$ cat config.mk
export PLATFORM = sky130hd
export DESIGN_NAME = hv_serial_shifter
export DESIGN_NICKNAME = d
export VERILOG_FILES = /design/src/rtl/hvs_pkg.sv /design/src/rtl/hvs_phase_gen.sv /design/src/rtl/hvs_frame_engine.sv /design/src/rtl/hvs_cmd_seq.sv /design/src/rtl/hv_serial_shifter.sv
export SDC_FILE = /design/constraint.sdc
export NUM_CORES = 1
export LEC_CHECK = 0
export ABC_AREA = 1
export BUFFER_PORTS_ARGS = -buffer_cell sky130_fd_sc_hd__buf_2
export CELL_PAD_IN_SITES_DETAIL_PLACEMENT = 0
export CELL_PAD_IN_SITES_GLOBAL_PLACEMENT = 1
export CORE_ASPECT_RATIO = 0.9
export CORE_MARGIN = 2
export CORE_UTILIZATION = 38
export CTS_CLUSTER_DIAMETER = 100
export CTS_CLUSTER_SIZE = 14
export DETAILED_ROUTE_END_ITERATION = 10
export HOLD_SLACK_MARGIN = 0.08
export PLACE_DENSITY_LB_ADDON = 0.12
export SLEW_MARGIN = 20
export SYNTH_ARGS = -nofsm -noshare
export SYNTH_HDL_FRONTEND = slang
export SYNTH_SLANG_ARGS = --single-unit
$ cat constraint.sdc
create_clock -name clk -period 1.7 [get_ports clk]
set_clock_uncertainty 0.2 [all_clocks]
set_input_delay 0.255 -clock clk [delete_from_list [all_inputs] [get_ports clk]]
set_output_delay 0.255 -clock clk [all_outputs]
set_load 0.01 [all_outputs]
$ cat src/rtl/hvs_pkg.sv
package hvs_pkg;

  typedef enum logic [1:0] {
    OP_RAW  = 2'b00,
    OP_SIG  = 2'b01,
    OP_CAL  = 2'b10,
    OP_RSV  = 2'b11
  } hvs_op_e;

  localparam int BYTE_W      = 8;
  localparam int FRAME_SLOTS = 11;
  localparam int SLOT_W      = $clog2(FRAME_SLOTS);
  localparam int READ_FRAMES = 3;
  localparam int FIDX_W      = $clog2(READ_FRAMES);

  localparam logic [BYTE_W-1:0] INS_LOAD   = 8'h4C;
  localparam logic [BYTE_W-1:0] INS_ADDR   = 8'h0C;
  localparam logic [BYTE_W-1:0] INS_FETCH  = 8'h68;
  localparam logic [BYTE_W-1:0] INS_HI_SEL = 8'h10;
  localparam logic [BYTE_W-1:0] DAT_IDRD   = 8'h08;

  typedef struct packed {
    logic [BYTE_W-1:0] data;
    logic [BYTE_W-1:0] instr;
  } hvs_frame_t;

  // slot 0 is the start bit, slots 1..8 carry the byte MSB first, rest stop bits
  function automatic logic frame_bit(input logic [BYTE_W-1:0] b,
                                     input logic [SLOT_W-1:0] slot);
    logic r;
    r = 1'b0;
    if (slot >= SLOT_W'(1) && slot <= SLOT_W'(BYTE_W))
      r = b[BYTE_W - int'(slot)];
    return r;
  endfunction

endpackage

$ cat src/rtl/hvs_phase_gen.sv
module hvs_phase_gen #(
  parameter int HALF_DIV = 8
) (
  input  logic clk,
  input  logic rst,
  input  logic run,
  output logic tick
);
  localparam int CNT_W = (HALF_DIV > 1) ? $clog2(HALF_DIV) : 1;
  localparam logic [CNT_W-1:0] LAST = CNT_W'(HALF_DIV - 1);

  logic [CNT_W-1:0] cnt;

  always_ff @(posedge clk) begin
    if (rst || !run)      cnt <= '0;
    else if (cnt == LAST) cnt <= '0;
    else                  cnt <= cnt + CNT_W'(1);
  end

  assign tick = run && (cnt == LAST);

endmodule

$ cat src/rtl/hvs_frame_engine.sv
module hvs_frame_engine
  import hvs_pkg::*;
#(
  parameter int HALF_DIV = 8
) (
  input  logic              clk,
  input  logic              rst,
  input  logic              start,
  input  hvs_frame_t        frame_i,
  input  logic              rdbk,
  output logic              sclk,
  output logic              sdata,
  output logic              sinstr,
  output logic              active,
  output logic              frame_done,
  output logic [BYTE_W-1:0] rx_byte
);
  localparam logic [SLOT_W-1:0] LAST_SLOT = SLOT_W'(FRAME_SLOTS - 1);

  logic              tick;
  logic              hi;
  logic [SLOT_W-1:0] slot;
  logic [BYTE_W-1:0] rx_sh;
  hvs_frame_t        cur;

  hvs_phase_gen #(.HALF_DIV(HALF_DIV)) u_phase (
    .clk  (clk),
    .rst  (rst),
    .run  (active),
    .tick (tick)
  );

  always_ff @(posedge clk) begin
    if (rst) begin
      active     <= 1'b0;
      frame_done <= 1'b0;
      hi         <= 1'b0;
      slot       <= '0;
      sclk       <= 1'b0;
      sdata      <= 1'b0;
      sinstr     <= 1'b0;
      rx_sh      <= '0;
      cur        <= '0;
    end else begin
      frame_done <= 1'b0;
      if (!active) begin
        if (start) begin
          active <= 1'b1;
          slot   <= '0;
          hi     <= 1'b0;
          sclk   <= 1'b0;
          cur    <= frame_i;
          sdata  <= frame_bit(frame_i.data, '0);
          sinstr <= frame_bit(frame_i.instr, '0);
          rx_sh  <= '0;
        end
      end else if (tick) begin
        if (!hi) begin
          hi   <= 1'b1;
          sclk <= 1'b1;
          if (slot < SLOT_W'(BYTE_W)) rx_sh <= {rx_sh[BYTE_W-2:0], rdbk};
        end else begin
          hi   <= 1'b0;
          sclk <= 1'b0;
          if (slot == LAST_SLOT) begin
            active     <= 1'b0;
            frame_done <= 1'b1;
            sdata      <= 1'b0;
            sinstr     <= 1'b0;
          end else begin
            slot   <= slot + SLOT_W'(1);
            sdata  <= frame_bit(cur.data, slot + SLOT_W'(1));
            sinstr <= frame_bit(cur.instr, slot + SLOT_W'(1));
          end
        end
      end
    end
  end

  assign rx_byte = rx_sh;


  lockstep_chk: assert property (@(posedge clk) disable iff (rst)
    $rose(sclk) |-> ($stable(sdata) && $stable(sinstr)));


  idle_low_chk: assert property (@(posedge clk) disable iff (rst)
    !active |-> !sclk);


  slot_range_chk: assert property (@(posedge clk) disable iff (rst)
    slot <= LAST_SLOT);


  stop_low_chk: assert property (@(posedge clk) disable iff (rst)
    frame_done |-> (!sdata && !sinstr && !sclk));

endmodule

$ cat src/rtl/hvs_cmd_seq.sv
module hvs_cmd_seq
  import hvs_pkg::*;
(
  input  logic              clk,
  input  logic              rst,
  input  logic              cmd_valid,
  input  logic [1:0]        cmd_op,
  input  logic [1:0]        cmd_addr,
  input  logic [BYTE_W-1:0] cmd_data,
  input  logic [BYTE_W-1:0] cmd_instr,
  input  logic              frame_done,
  input  logic [BYTE_W-1:0] rx_byte,
  output logic              start,
  output hvs_frame_t        frame_o,
  output logic              busy,
  output logic              done,
  output logic [BYTE_W-1:0] rdata
);
  hvs_op_e           op_q;
  logic [1:0]        addr_q;
  logic [BYTE_W-1:0] data_q;
  logic [BYTE_W-1:0] instr_q;
  logic [FIDX_W-1:0] fidx;
  logic              is_read;
  logic              is_cal;
  logic [FIDX_W-1:0] last_idx;

  assign is_read  = (op_q == OP_SIG) || (op_q == OP_CAL);
  assign is_cal   = (op_q == OP_CAL);
  assign last_idx = is_read ? FIDX_W'(READ_FRAMES - 1) : '0;

  always_comb begin
    frame_o = '{data: data_q, instr: instr_q};
    if (is_read) begin
      case (fidx)
        FIDX_W'(0): frame_o = '{data: DAT_IDRD, instr: INS_LOAD};
        FIDX_W'(1): frame_o = '{data: is_cal ? '0 : {6'b0, addr_q}, instr: INS_ADDR};
        default:    frame_o = '{data: '0,
                                instr: INS_FETCH | (is_cal ? INS_HI_SEL : '0)};
      endcase
    end
  end

  always_ff @(posedge clk) begin
    if (rst) begin
      op_q    <= OP_RAW;
      addr_q  <= '0;
      data_q  <= '0;
      instr_q <= '0;
      fidx    <= '0;
      busy    <= 1'b0;
      done    <= 1'b0;
      start   <= 1'b0;
      rdata   <= '0;
    end else begin
      start <= 1'b0;
      done  <= 1'b0;
      if (!busy) begin
        if (cmd_valid) begin
          busy    <= 1'b1;
          op_q    <= hvs_op_e'(cmd_op);
          addr_q  <= cmd_addr;
          data_q  <= cmd_data;
          instr_q <= cmd_instr;
          fidx    <= '0;
          start   <= 1'b1;
        end
      end else if (frame_done) begin
        if (fidx == last_idx) begin
          busy  <= 1'b0;
          done  <= 1'b1;
          rdata <= rx_byte;
        end else begin
          fidx  <= fidx + FIDX_W'(1);
          start <= 1'b1;
        end
      end
    end
  end


  done_busy_chk: assert property (@(posedge clk) disable iff (rst)
    done |-> (!busy && $past(busy)));


  rdata_hold_chk: assert property (@(posedge clk) disable iff (rst)
    !$stable(rdata) |-> done);


  op_hold_chk: assert property (@(posedge clk) disable iff (rst)
    (busy && $past(busy)) |-> ($stable(op_q) && $stable(addr_q)));


  fidx_range_chk: assert property (@(posedge clk) disable iff (rst)
    fidx <= FIDX_W'(READ_FRAMES - 1));

endmodule

$ cat src/rtl/hv_serial_shifter.sv
module hv_serial_shifter #(
  parameter int HALF_DIV = 8
) (
  input  logic       clk,
  input  logic       rst,
  input  logic       cmd_valid,
  input  logic [1:0] cmd_op,
  input  logic [1:0] cmd_addr,
  input  logic [7:0] cmd_data,
  input  logic [7:0] cmd_instr,
  input  logic       ser_rdbk,
  output logic       busy,
  output logic       done,
  output logic [7:0] rdata,
  output logic       ser_clk,
  output logic       ser_data,
  output logic       ser_instr
);
  import hvs_pkg::*;

  logic       start;
  hvs_frame_t frame;
  logic       active;
  logic       frame_done;
  logic [7:0] rx_byte;

  hvs_cmd_seq u_seq (
    .clk        (clk),
    .rst        (rst),
    .cmd_valid  (cmd_valid),
    .cmd_op     (cmd_op),
    .cmd_addr   (cmd_addr),
    .cmd_data   (cmd_data),
    .cmd_instr  (cmd_instr),
    .frame_done (frame_done),
    .rx_byte    (rx_byte),
    .start      (start),
    .frame_o    (frame),
    .busy       (busy),
    .done       (done),
    .rdata      (rdata)
  );

  hvs_frame_engine #(.HALF_DIV(HALF_DIV)) u_eng (
    .clk        (clk),
    .rst        (rst),
    .start      (start),
    .frame_i    (frame),
    .rdbk       (ser_rdbk),
    .sclk       (ser_clk),
    .sdata      (ser_data),
    .sinstr     (ser_instr),
    .active     (active),
    .frame_done (frame_done),
    .rx_byte    (rx_byte)
  );


  clk_needs_busy_chk: assert property (@(posedge clk) disable iff (rst)
    ser_clk |-> busy);

endmodule

* Word level (Yosys, flattened, before mapping)
Index checks and enable logic that the tools add are counted.
** Storage, ports and cells
- Flip-flop bits (word level) :: 69
- Bits of input ports :: 24
- Output and inout port bits :: 13
- Word-level logic and storage cells :: 116
** Operators by class
- Bitwise operators :: 5
- $add $sub $neg :: 4
- Reduce and logical (&&, ||, !) cells :: 19
- Magnitude comparators :: 4
- Equality and inequality tests :: 13
- Muxes and demuxes :: 52
** Operator list (number)
- $mux W8 :: 5
- $lt A32 B5 Y1 const B :: 1
- $pmux W16 S2 :: 1
- $mux W1 :: 31
- $mux W4 :: 5
- $mux W16 :: 1
- $mux W2 :: 6
- $ne A2 B2 Y1 const B :: 6
- $reduce_and A3 Y1 :: 3
- $reduce_and A4 Y1 :: 2
- $bmux W1 S3 :: 2
- $reduce_and A2 Y1 :: 3
- $mux W5 :: 1
- $not A1 Y1 :: 5
- $sub A4 B4 Y5 const A :: 1
- $add A4 B1 Y4 const B :: 1
- $eq A2 B1 Y1 const B :: 2
- $eq A4 B4 Y1 const B :: 1
- $ge A4 B1 Y1 const B :: 1
- $le A4 B4 Y1 const B :: 1
- $lt A4 B4 Y1 const B :: 1
- $reduce_bool A2 Y1 :: 2
- $reduce_or A4 Y1 :: 1
- $add A3 B1 Y3 const B :: 1
- other kinds (11) :: 13

* Logic depth before layout (Yosys ltp)
Gate-level depths: netlist of the first run.
- Word-level depth :: 10
- Mapped depth :: 11
- Mapped depth without buffers :: 10

* Hierarchy
From an unflattened synthesis of the first run, not the netlist that was laid out.
** Unflattened totals
- Cell total of the unflattened synthesis :: 427
- Area, all modules :: 3064.2 um^2
** By module, submodules not included
- hvs_frame_engine :: instances 1, seq. area each 660.6 um^2, cells an instance 222, area an instance 1542.7 um^2
- hvs_cmd_seq :: instances 1, seq. area each 660.6 um^2, cells an instance 190, area an instance 1392.6 um^2
- hvs_phase_gen :: instances 1, seq. area each 60.1 um^2, cells an instance 15, area an instance 128.9 um^2

* Worst setup path after synthesis of the first run
OpenSTA, ideal clock, no wires.
- Path kind :: flip-flop to flip-flop
- Start point :: register u_eng.slot[0]
- End point :: register u_eng.sinstr
- Data required time :: 1.430 ns
- Setup slack :: -0.063 ns
- Period minus slack after synthesis :: 1.763 ns
- Path buffers :: 1
- Arrival time :: 1.493 ns
- Library setup time :: 0.070 ns
- Stages on the path, launching flop included :: 11
- Cell sequence :: dfxtp_1 -> buf_4 -> inv_4 -> ha_1 -> nand2_2 -> nand2_2 -> nand2_1 -> nand2_1 -> a21oi_1 -> nand3_1 -> a21oi_1
** Between the ends
- Word-level cells in the longest chain between the ends :: 10
- Elaborated cells between the ends (all ways) :: 14
- Those cells by class :: add/sub (2); order compare (2); eq/ne (1); mux (8); reduce/logical (1)
** Ends and longest elaborated chain
- start, declared :: line hvs_frame_engine.sv:22 : logic [SLOT_W-1:0] slot;
- start signal, assigned :: line hvs_frame_engine.sv:71 : slot <= slot + SLOT_W'(1);
- $add A4 B1 Y4 :: line hvs_frame_engine.sv:73 : sinstr <= frame_bit(cur.instr, slot + SLOT_W'(1));
- $sub A4 B4 Y5 :: line hvs_pkg.sv:33 : r = b[BYTE_W - int'(slot)];
- $bmux W1 S3 :: line hvs_pkg.sv:33
- $mux W1 (not written as such) (2 in a row) :: line hvs_pkg.sv:33
- $mux W1 :: line hvs_pkg.sv:32 : if (slot >= SLOT_W'(1) && slot <= SLOT_W'(BYTE_W))
- $mux W1 * :: line hvs_frame_engine.sv:65 : if (slot == LAST_SLOT) begin
- $mux W1 * :: line hvs_frame_engine.sv:58 : if (!hi) begin
- $mux W1 * :: line hvs_frame_engine.sv:57 : end else if (tick) begin
- $mux W1 * :: line hvs_frame_engine.sv:46 : if (!active) begin
- end signal, assigned :: line hvs_frame_engine.sv:54 : sinstr <= frame_bit(frame_i.instr, '0);
- end signal, assigned :: line hvs_frame_engine.sv:73
- end, declared :: line hvs_frame_engine.sv:13 : output logic sinstr,
Every way passes the cells marked *; elsewhere a longest branch is shown, timed or not. The select of a mux whose other input is x is not followed.
A chain may end at the register's enable or synchronous reset.

* Final worst setup path of the first run
- Start point :: register u_seq.op_q[0]
- End point :: register u_seq.rdata[3]
** Between the ends
- Word-level cells in the longest chain between the ends :: 5
- Elaborated cells between the ends (all ways) :: 6
- Those cells by class :: eq/ne (3); mux (1); reduce/logical (2)
** Ends and longest elaborated chain
- start, declared :: line hvs_cmd_seq.sv:19 : hvs_op_e op_q;
- start signal, assigned :: line hvs_cmd_seq.sv:61 : op_q <= hvs_op_e'(cmd_op);
- $eq A2 B1 Y1 / $eq A2 B2 Y1 (equally long branches) :: line hvs_cmd_seq.sv:28 : assign is_read = (op_q == OP_SIG) || (op_q == OP_CAL);
- $logic_or A1 B1 Y1 * :: line hvs_cmd_seq.sv:28
- $mux W2 * :: line hvs_cmd_seq.sv:30 : assign last_idx = is_read ? FIDX_W'(READ_FRAMES - 1) : '0;
- $eq A2 B2 Y1 * :: line hvs_cmd_seq.sv:69 : if (fidx == last_idx) begin
- $reduce_and A3 Y1 (no line) *
- end signal, assigned :: line hvs_cmd_seq.sv:72 : rdata <= rx_byte;
- end, declared :: line hvs_cmd_seq.sv:17 : output logic [BYTE_W-1:0] rdata
Every way passes the cells marked *; elsewhere a longest branch is shown, timed or not.

==> results of run 1 <==
-- worst paths after layout --
check | startpoint | endpoint | slack (ns) | depth (start not counted)
max | u_seq.op_q[0] | u_seq.rdata[3] | 0.03 | 9
min | rst | u_eng.sinstr | 0.15 | 3
max reg2reg | u_seq.op_q[0] | u_seq.rdata[3] | 0.03 | 9
min reg2reg | u_eng.u_phase.cnt[0] | u_eng.u_phase.cnt[0] | 0.21 | 1
-- report_power, final --
group          total (mW)  switching [mW]  internal [mW]  leakage (nW)
Sequential           1.71          0.0324           1.68         0.566
Combinational       0.373           0.203          0.170          1.03
Clock                1.44           0.642          0.803         0.105
Total                3.53           0.877           2.65          1.70
-- metrics by stage --
stage / area, um2 / power [mW] / TNS [ns]
after floorplan: 3110 / 1.96 / 0
after global placement: 3460 / 2.07 / 0
after detailed placement: 3460 / 2.07 / -0.00927
after CTS: 3910 / 3.57 / 0
after global routing: 4060 / 3.71 / -0.188
final: 4060 / 3.53 / 0
-- layer usage --
layer	vias up	GRT usage, %	wire [um]
met5	-	0	0
met4	0	5.23	110
li1	1424	-	-
met3	14	5.03	212
met1	1200	23.3	3640
met2	32	26.8	3200
-- cells by family after synthesis --
| kind of cell | synth area share (%) |
|---|---|
| AND/OR/NAND/NOR | 23.1 |
| buffers and inverters | 10.1 |
| AO/OA/AOI/OAI | 18.2 |
| adder cells (fa/ha/maj) | 4.04 |
| flip-flops | 44.6 |
-- registers in the layout, summed over array words and instances (netlist names), 2 cells and up --
signal / cells
u_eng.cur: 16
u_eng.rx_byte: 8
u_seq.data_q: 8
u_seq.instr_q: 8
u_seq.rdata: 8
u_eng.slot: 4
u_eng.u_phase.cnt: 3
u_seq.addr_q: 2
u_seq.fidx: 2
u_seq.op_q: 2
-- final cells by class --
class / count / share of cell area [%]
multi-input cells: 255 / 37.8
inverters: 53 / 5.15
clock inverters: 4 / 1.33
well taps: 99 / 3.05
flip-flops and latches: 69 / 34.3
clock buffers: 12 / 4.07
repair buffers: 79 / 14.4
-- synthesized netlist by cell type, types with 4 or more instances --
library cell  instances  area (um2)
o21ai_2               9        78.8
ha_1                 10         125
a211oi_2              6        75.1
o21ai_0              27         135
nand4_1               4        25.0
nand2_1              59         221
inv_2                 4        15.0
dfxtp_1              69        1380
a221oi_2              4        60.1
o22ai_1               8        50.1
nor2_1               62         233
nand2_2               4        25.0
nand3_1              18        90.1
a21oi_1              25         125
inv_1                45         169
clkbuf_1              9        33.8
-- worst register-to-register path, stage by stage (launching register included) --
cell and delay (ns):
dfxtp_2 0.32, inv_2 0.04, ha_4 0.28, inv_4 0.04, a21oi_4 0.14, nand2_2 0.08, nor2_4 0.21, inv_4 0.10
nand3_1 0.10, o21ai_2 0.05
-- timing repair --
action | in CTS | in global routing
pin swaps | 0 | 11
gates resized for setup | 1 | 36
endpoints found under the hold margin | 22 | 0
gates cloned | 0 | 1
setup endpoints to repair | 8 | 23
hold buffers | 22 | 0
setup buffers | 0 | 4
-- cells in the final DEF (no fill, tap or decap), types with 12 or more instances in the layout --
master          n
o21ai_0        25
dlygate4sd3_1  22
nand2_1        52
clkbuf_8       12
a21oi_1        24
nor2_1         62
buf_4          19
buf_2          36
nand2_2        12
inv_1          42
dfxtp_1        63
==> impl_metrics.py, run 1 <==
metrics = {
    "cells_and_area": {
        "fillers": 811,
        "stdcell_count": 571,
        "layout.nets": 501,
        "multi_input_area_um2": 1530,
        "antennaDiodeCount": 0,
        "drive_gt1_share_pct": 30.5,
        "area_growth_pct": 31.1,
        "regArea_um2": 1390,
        "final_util_pct": 50.8,
    },
    "cts": {
        "tritoncts": "yes",
        "cts_buffers": 9,
        "clkSlewWorstSetupHoldPaths_ns": 0.08,
        "insertion_delay_ns": 0.34,
        "root_buffer": "clkbuf_8",
        "clk_path_buf_depth": 2,
        "cts.sinks": 69,
        "h-tree-depth": 3,
    },
    "die": {
        "io_pins": 37,
        "die-area_um2": 8890,
        "die_y_um": 89.6,
        "rows": 31,
        "core-area_um2": 7990,
        "die_x_um": 99.2,
        "start_util_pct": 38.8,
    },
    "grt": {
        "grt_pass1_vias": 2589,
        "grt_antenna_before_repair": 0,
        "grt.total_usage_pct": 17.2,
        "grt_max_degree": 34,
        "grt-ovfl-total": 0,
        "grt_first_pass_wirelength_mm": 12.1,
    },
    "timing": {
        "fmax_ghz": 0.598,
        "fin_crit_sh_pct": 98.4,
        "setup_viol": 0,
        "rsz0062_at_grt": "true",
        "max_slew_margin_pct": 80.0,
        "period_needed_ns": 1.67,
        "slew_viol_final": 0,
        "worstMarginPinSlew_ns": 0.297,
        "whs_ns": 0.152,
        "fin_ws_ns": 0.0279,
        "finalHoldViolCount": 0,
    },
    "synth": {
        "synth_warnings": 0,
        "ys_types": 34,
        "synth_edf_count": 0,
        "netlist_area_um2": 3100,
        "synthArstFlopShare_pct": 0,
        "ys_seq_elements": 69,
        "syn_inst": 393,
        "synth_top_flop_cell": "dfxtp_1",
        "syn_avg_cell_area_um2": 7.88,
        "synth_nets": 427,
        "yosysSeqAreaShare_pct": 44.6,
    },
    "detailed_routing": {
        "wl_mm": 7.17,
        "wl_per_cell_um": 12.6,
        "drt_iter0_drc": 75,
        "drc": 0,
        "ant_nets": 0,
        "drt-vias-per-instance": 4.68,
        "num_vias": 2670,
        "drt-pass1-iter-count": 4,
    },
    "run_status": {
        "status": "complete, no violations",
    },
    "critical_path": {
        "required_ns": 1.74,
        "crit_chain": "inv_2 -> ha_4 -> inv_4 -> a21oi_4 -> nand2_2 -> nor2_4 -> inv_4 -> nand3_1 -> o21ai_2",
        "crit_family": "simple AND/OR/NAND/NOR gates",
        "critPathSlowestCell": "dfxtp_2",
        "worstSetupStartpointType": "flip-flop",
        "critPathBufInv": 3,
        "worst-path-max-fanout": 8,
        "cp_common_cell": "inv_4",
        "cpPeakStageDelay_ns": 0.32,
        "cp.arrival_ns": 1.72,
        "cp-end-kind": "flip-flop",
        "worstSetupPathType": "flip-flop to flip-flop",
    },
    "place": {
        "dp.cells": 528,
        "gp_congestion": 0.747,
        "io_buffers": 36,
        "dp_hpwl_mm": 4.80,
        "place_ws_ns": -0.00467,
    },
    "flow_run": {
        "cap_violations": 0,
    },
    "hold_path": {
        "hp-class": "input pin to flip-flop",
    },
    "power": {
        "power_density_nw_per_um2": 870,
        "power.leakage_nw": 1.70,
        "vdd_drop_max_mv": 0.438,
    },
}
Note: power is estimated with default switching activity, not from simulation.
==> run 2: changes to the inputs <==
--- a/config.mk
+++ b/config.mk
@@ -7,11 +7,12 @@
 export LEC_CHECK = 0
 export ABC_AREA = 1
 export BUFFER_PORTS_ARGS = -buffer_cell sky130_fd_sc_hd__buf_2
+export CAP_MARGIN = 20
 export CELL_PAD_IN_SITES_DETAIL_PLACEMENT = 0
 export CELL_PAD_IN_SITES_GLOBAL_PLACEMENT = 1
 export CORE_ASPECT_RATIO = 0.9
 export CORE_MARGIN = 2
-export CORE_UTILIZATION = 38
+export CORE_UTILIZATION = 37
 export CTS_CLUSTER_DIAMETER = 100
 export CTS_CLUSTER_SIZE = 14
 export DETAILED_ROUTE_END_ITERATION = 10
@@ -20,4 +21,5 @@
 export SLEW_MARGIN = 20
 export SYNTH_ARGS = -nofsm -noshare
 export SYNTH_HDL_FRONTEND = slang
+export SYNTH_HIERARCHICAL = 1
 export SYNTH_SLANG_ARGS = --single-unit
==> impl_metrics.py, run 2 <==
metrics = {
    "cells_and_area": {
        "regArea_um2": 1390,
        "layout.nets": 544,
        "fillers": 807,
        "regMostFlops": "u_eng/cur",
        "antennaDiodeCount": 0,
        "final_util_pct": 51.9,
        "final_cell_mix": "nand2_1, nor2_1, dfxtp_1, inv_1, buf_2",
        "area_growth_pct": 36.1,
        "multi_input_area_um2": 1570,
        "largest_reg_flops": 16,
        "drive_gt1_share_pct": 25.7,
        "final_common_cell": "nand2_1",
    },
    "timing": {
        "worstMarginPinSlew_ns": 0.578,
        "finalHoldViolCount": 0,
        "slew_viol_final": 0,
        "max_slew_margin_pct": 61.2,
        "period_needed_ns": 1.64,
        "fin_crit_sh_pct": 96.4,
        "fmax_ghz": 0.610,
        "finalSetupTns_ns": 0,
        "setup_viol": 0,
    },
    "place": {
        "gp_congestion": 0.760,
        "io_buffers": 36,
        "dp_hpwl_mm": 5.01,
    },
    "die": {
        "core-area_um2": 8030,
        "die_y_um": 90.3,
        "start_util_pct": 38.2,
        "die-area_um2": 9030,
        "die_x_um": 99.9,
        "io_pins": 37,
        "rows": 31,
    },
    "detailed_routing": {
        "ant_nets": 0,
        "wl_per_cell_um": 12.0,
        "wl_mm": 7.34,
        "drt-pass1-iter-count": 6,
        "drc": 0,
        "drt-vias-per-instance": 4.63,
        "num_vias": 2836,
        "drt_iter0_drc": 95,
    },
    "synth": {
        "netlist_area_um2": 3060,
        "synth_edf_count": 0,
        "synth_warnings": 6,
        "synth_most_common_cell": "nand2_1",
        "ys_seq_elements": 69,
        "yosysTopAreaCell": "dfxtp_1",
        "syn_inst": 427,
        "synth_top_flop_cell": "dfxtp_1",
        "synthArstFlopShare_pct": 0,
        "yosysTopAreaCellShare_pct": 45.1,
        "yosys-top-cells-area": "dfxtp_1, nand2_1, nor2_1",
        "syn_avg_cell_area_um2": 7.18,
        "yosys-top-cells-count": "nand2_1, dfxtp_1, nor2_1",
        "yosysSeqAreaShare_pct": 45.1,
        "ys_types": 33,
        "synth_nets": 461,
    },
    "cts": {
        "clkSlewWorstSetupHoldPaths_ns": 0.07,
        "cts_buffers": 9,
        "tritoncts": "yes",
        "h-tree-depth": 3,
        "insertion_delay_ns": 0.34,
        "clk_path_buf_depth": 2,
        "cts.sinks": 69,
        "root_buffer": "clkbuf_8",
    },
    "critical_path": {
        "cp.arrival_ns": 1.72,
        "worstSetupPathType": "flip-flop to flip-flop",
        "r2r_end": "u_eng/rx_byte[4]",
        "worst-path-max-fanout": 4,
        "crit_chain": "ha_4 -> ha_2 -> nand2_1 -> inv_2 -> nand2_2 -> nand2_4 -> buf_4 -> nand2_2 -> nand2_1 -> a21oi_1",
        "rr_startpoint": "u_eng/u_phase/cnt[0]",
        "cp-end-kind": "flip-flop",
        "r2r_cells": 10,
        "worstSetupStartpointType": "flip-flop",
        "required_ns": 1.78,
        "critPathSlowestCell": "dfxtp_2",
        "rrSetupSlack_ns": 0.06,
        "cpPeakStageDelay_ns": 0.34,
    },
    "power": {
        "seq_power_share_pct": 45.5,
        "internal-power_mw": 2.91,
        "p_sw_mw": 0.876,
        "power.leakage_nw": 1.94,
        "p_clk_share_pct": 43.7,
        "power_frac_comb_pct": 10.8,
        "power_density_nw_per_um2": 908,
        "vdd_drop_max_mv": 0.563,
        "switching_share_pct": 23.1,
    },
    "hold_path": {
        "min_from": "u_eng/u_phase/cnt[0]",
        "hp-class": "flip-flop to flip-flop",
        "min_path_cells": 1,
        "min_delay_worst_endpoint": "u_eng/u_phase/cnt[0]",
    },
    "grt": {
        "grt.total_usage_pct": 16.7,
        "grt_antenna_before_repair": 0,
        "grt_first_pass_wirelength_mm": 12.1,
        "grt-ovfl-total": 0,
        "grt_max_degree": 22,
        "grt_pass1_vias": 2590,
    },
    "flow_run": {
        "cap_violations": 0,
    },
    "run_status": {
        "status": "complete, no violations",
    },
}
## run 2: cell type report
class	count	share of cell area [%]
sequential	69	33.2
tap	99	2.97
timing repair buffer	86	15.2
inverter	52	5.04
clock inverter	4	2.28
clock buffer	11	3.63
multi-input combinational	292	37.7
## run 2: critical path: cells and delay by family, from the launching register on
family / cells / cell delay (ns)
fa+ha+maj: 2 / 0.33
flops: 1 / 0.34
buf+inv: 2 / 0.20
simple gates: 5 / 0.38
compound gates: 1 / 0.14
## run 2: logic make-up after synthesis
logic type / synth area share (%)
and+or+nand+nor: 28.6
AOI/OAI and AO/OA: 12.8
DFF: 45.1
buffers and inverters: 9.43
adders and majority gates: 4.08
## run 2: layer usage
layer	global-route usage, %	up-vias	share of wire, %
li1	-	1513	-
met1	23.4	1281	53
met2	24.9	34	43
met3	4.88	8	3.3
met4	5.14	0	1.3
met5	0	-	0
## run 2: timing repair
item,CTS,global route
endpoints found under the setup margin,13,34
pin swaps,0,15
hold buffers,23,0
buffers inserted,0,6
gates resized for setup,1,52
endpoints found under the hold margin,25,0
cloned,0,2
## run 2: through the flow
step                      cells  worst slack, ns  instance area, um2  power, mW  hold slack (ns)
after CTS                   605         0.000520                3940       3.81            0.223
after global placement      567          -0.0600                3460       2.10            0.206
final                       613           0.0607                4170       3.78            0.231
after global routing        613         -0.00493                4170       3.95            0.253
after detailed placement    567          -0.0544                3460       2.10            0.213
after floorplan             427           0.0209                3080       1.98            0.124
## run 2: how the worst max path moves through the flow
stage                               startpoint                to  slack (ns)
after global routing      u_eng/u_phase/cnt[0]  u_eng/rx_byte[1]      -0.005
final                     u_eng/u_phase/cnt[0]  u_eng/rx_byte[4]        0.06
after floorplan                  u_eng/slot[0]       u_eng/sdata        0.02
after detailed placement         u_seq/op_q[0]      u_eng/cur[8]       -0.05
after global placement           u_seq/op_q[0]      u_eng/cur[9]       -0.06
after CTS                 u_eng/u_phase/cnt[0]      u_eng/active      0.0005
## run 2: power by group through the flow
stage	clock, mW	sequential (mW)	combinational, mW
2_1_floorplan	0	1.75	0.235
3_3_place_gp	0	1.76	0.340
3_5_place_dp	0	1.76	0.342
4_1_cts	1.71	1.72	0.385
5_1_grt	1.76	1.73	0.464
6_report	1.65	1.72	0.409
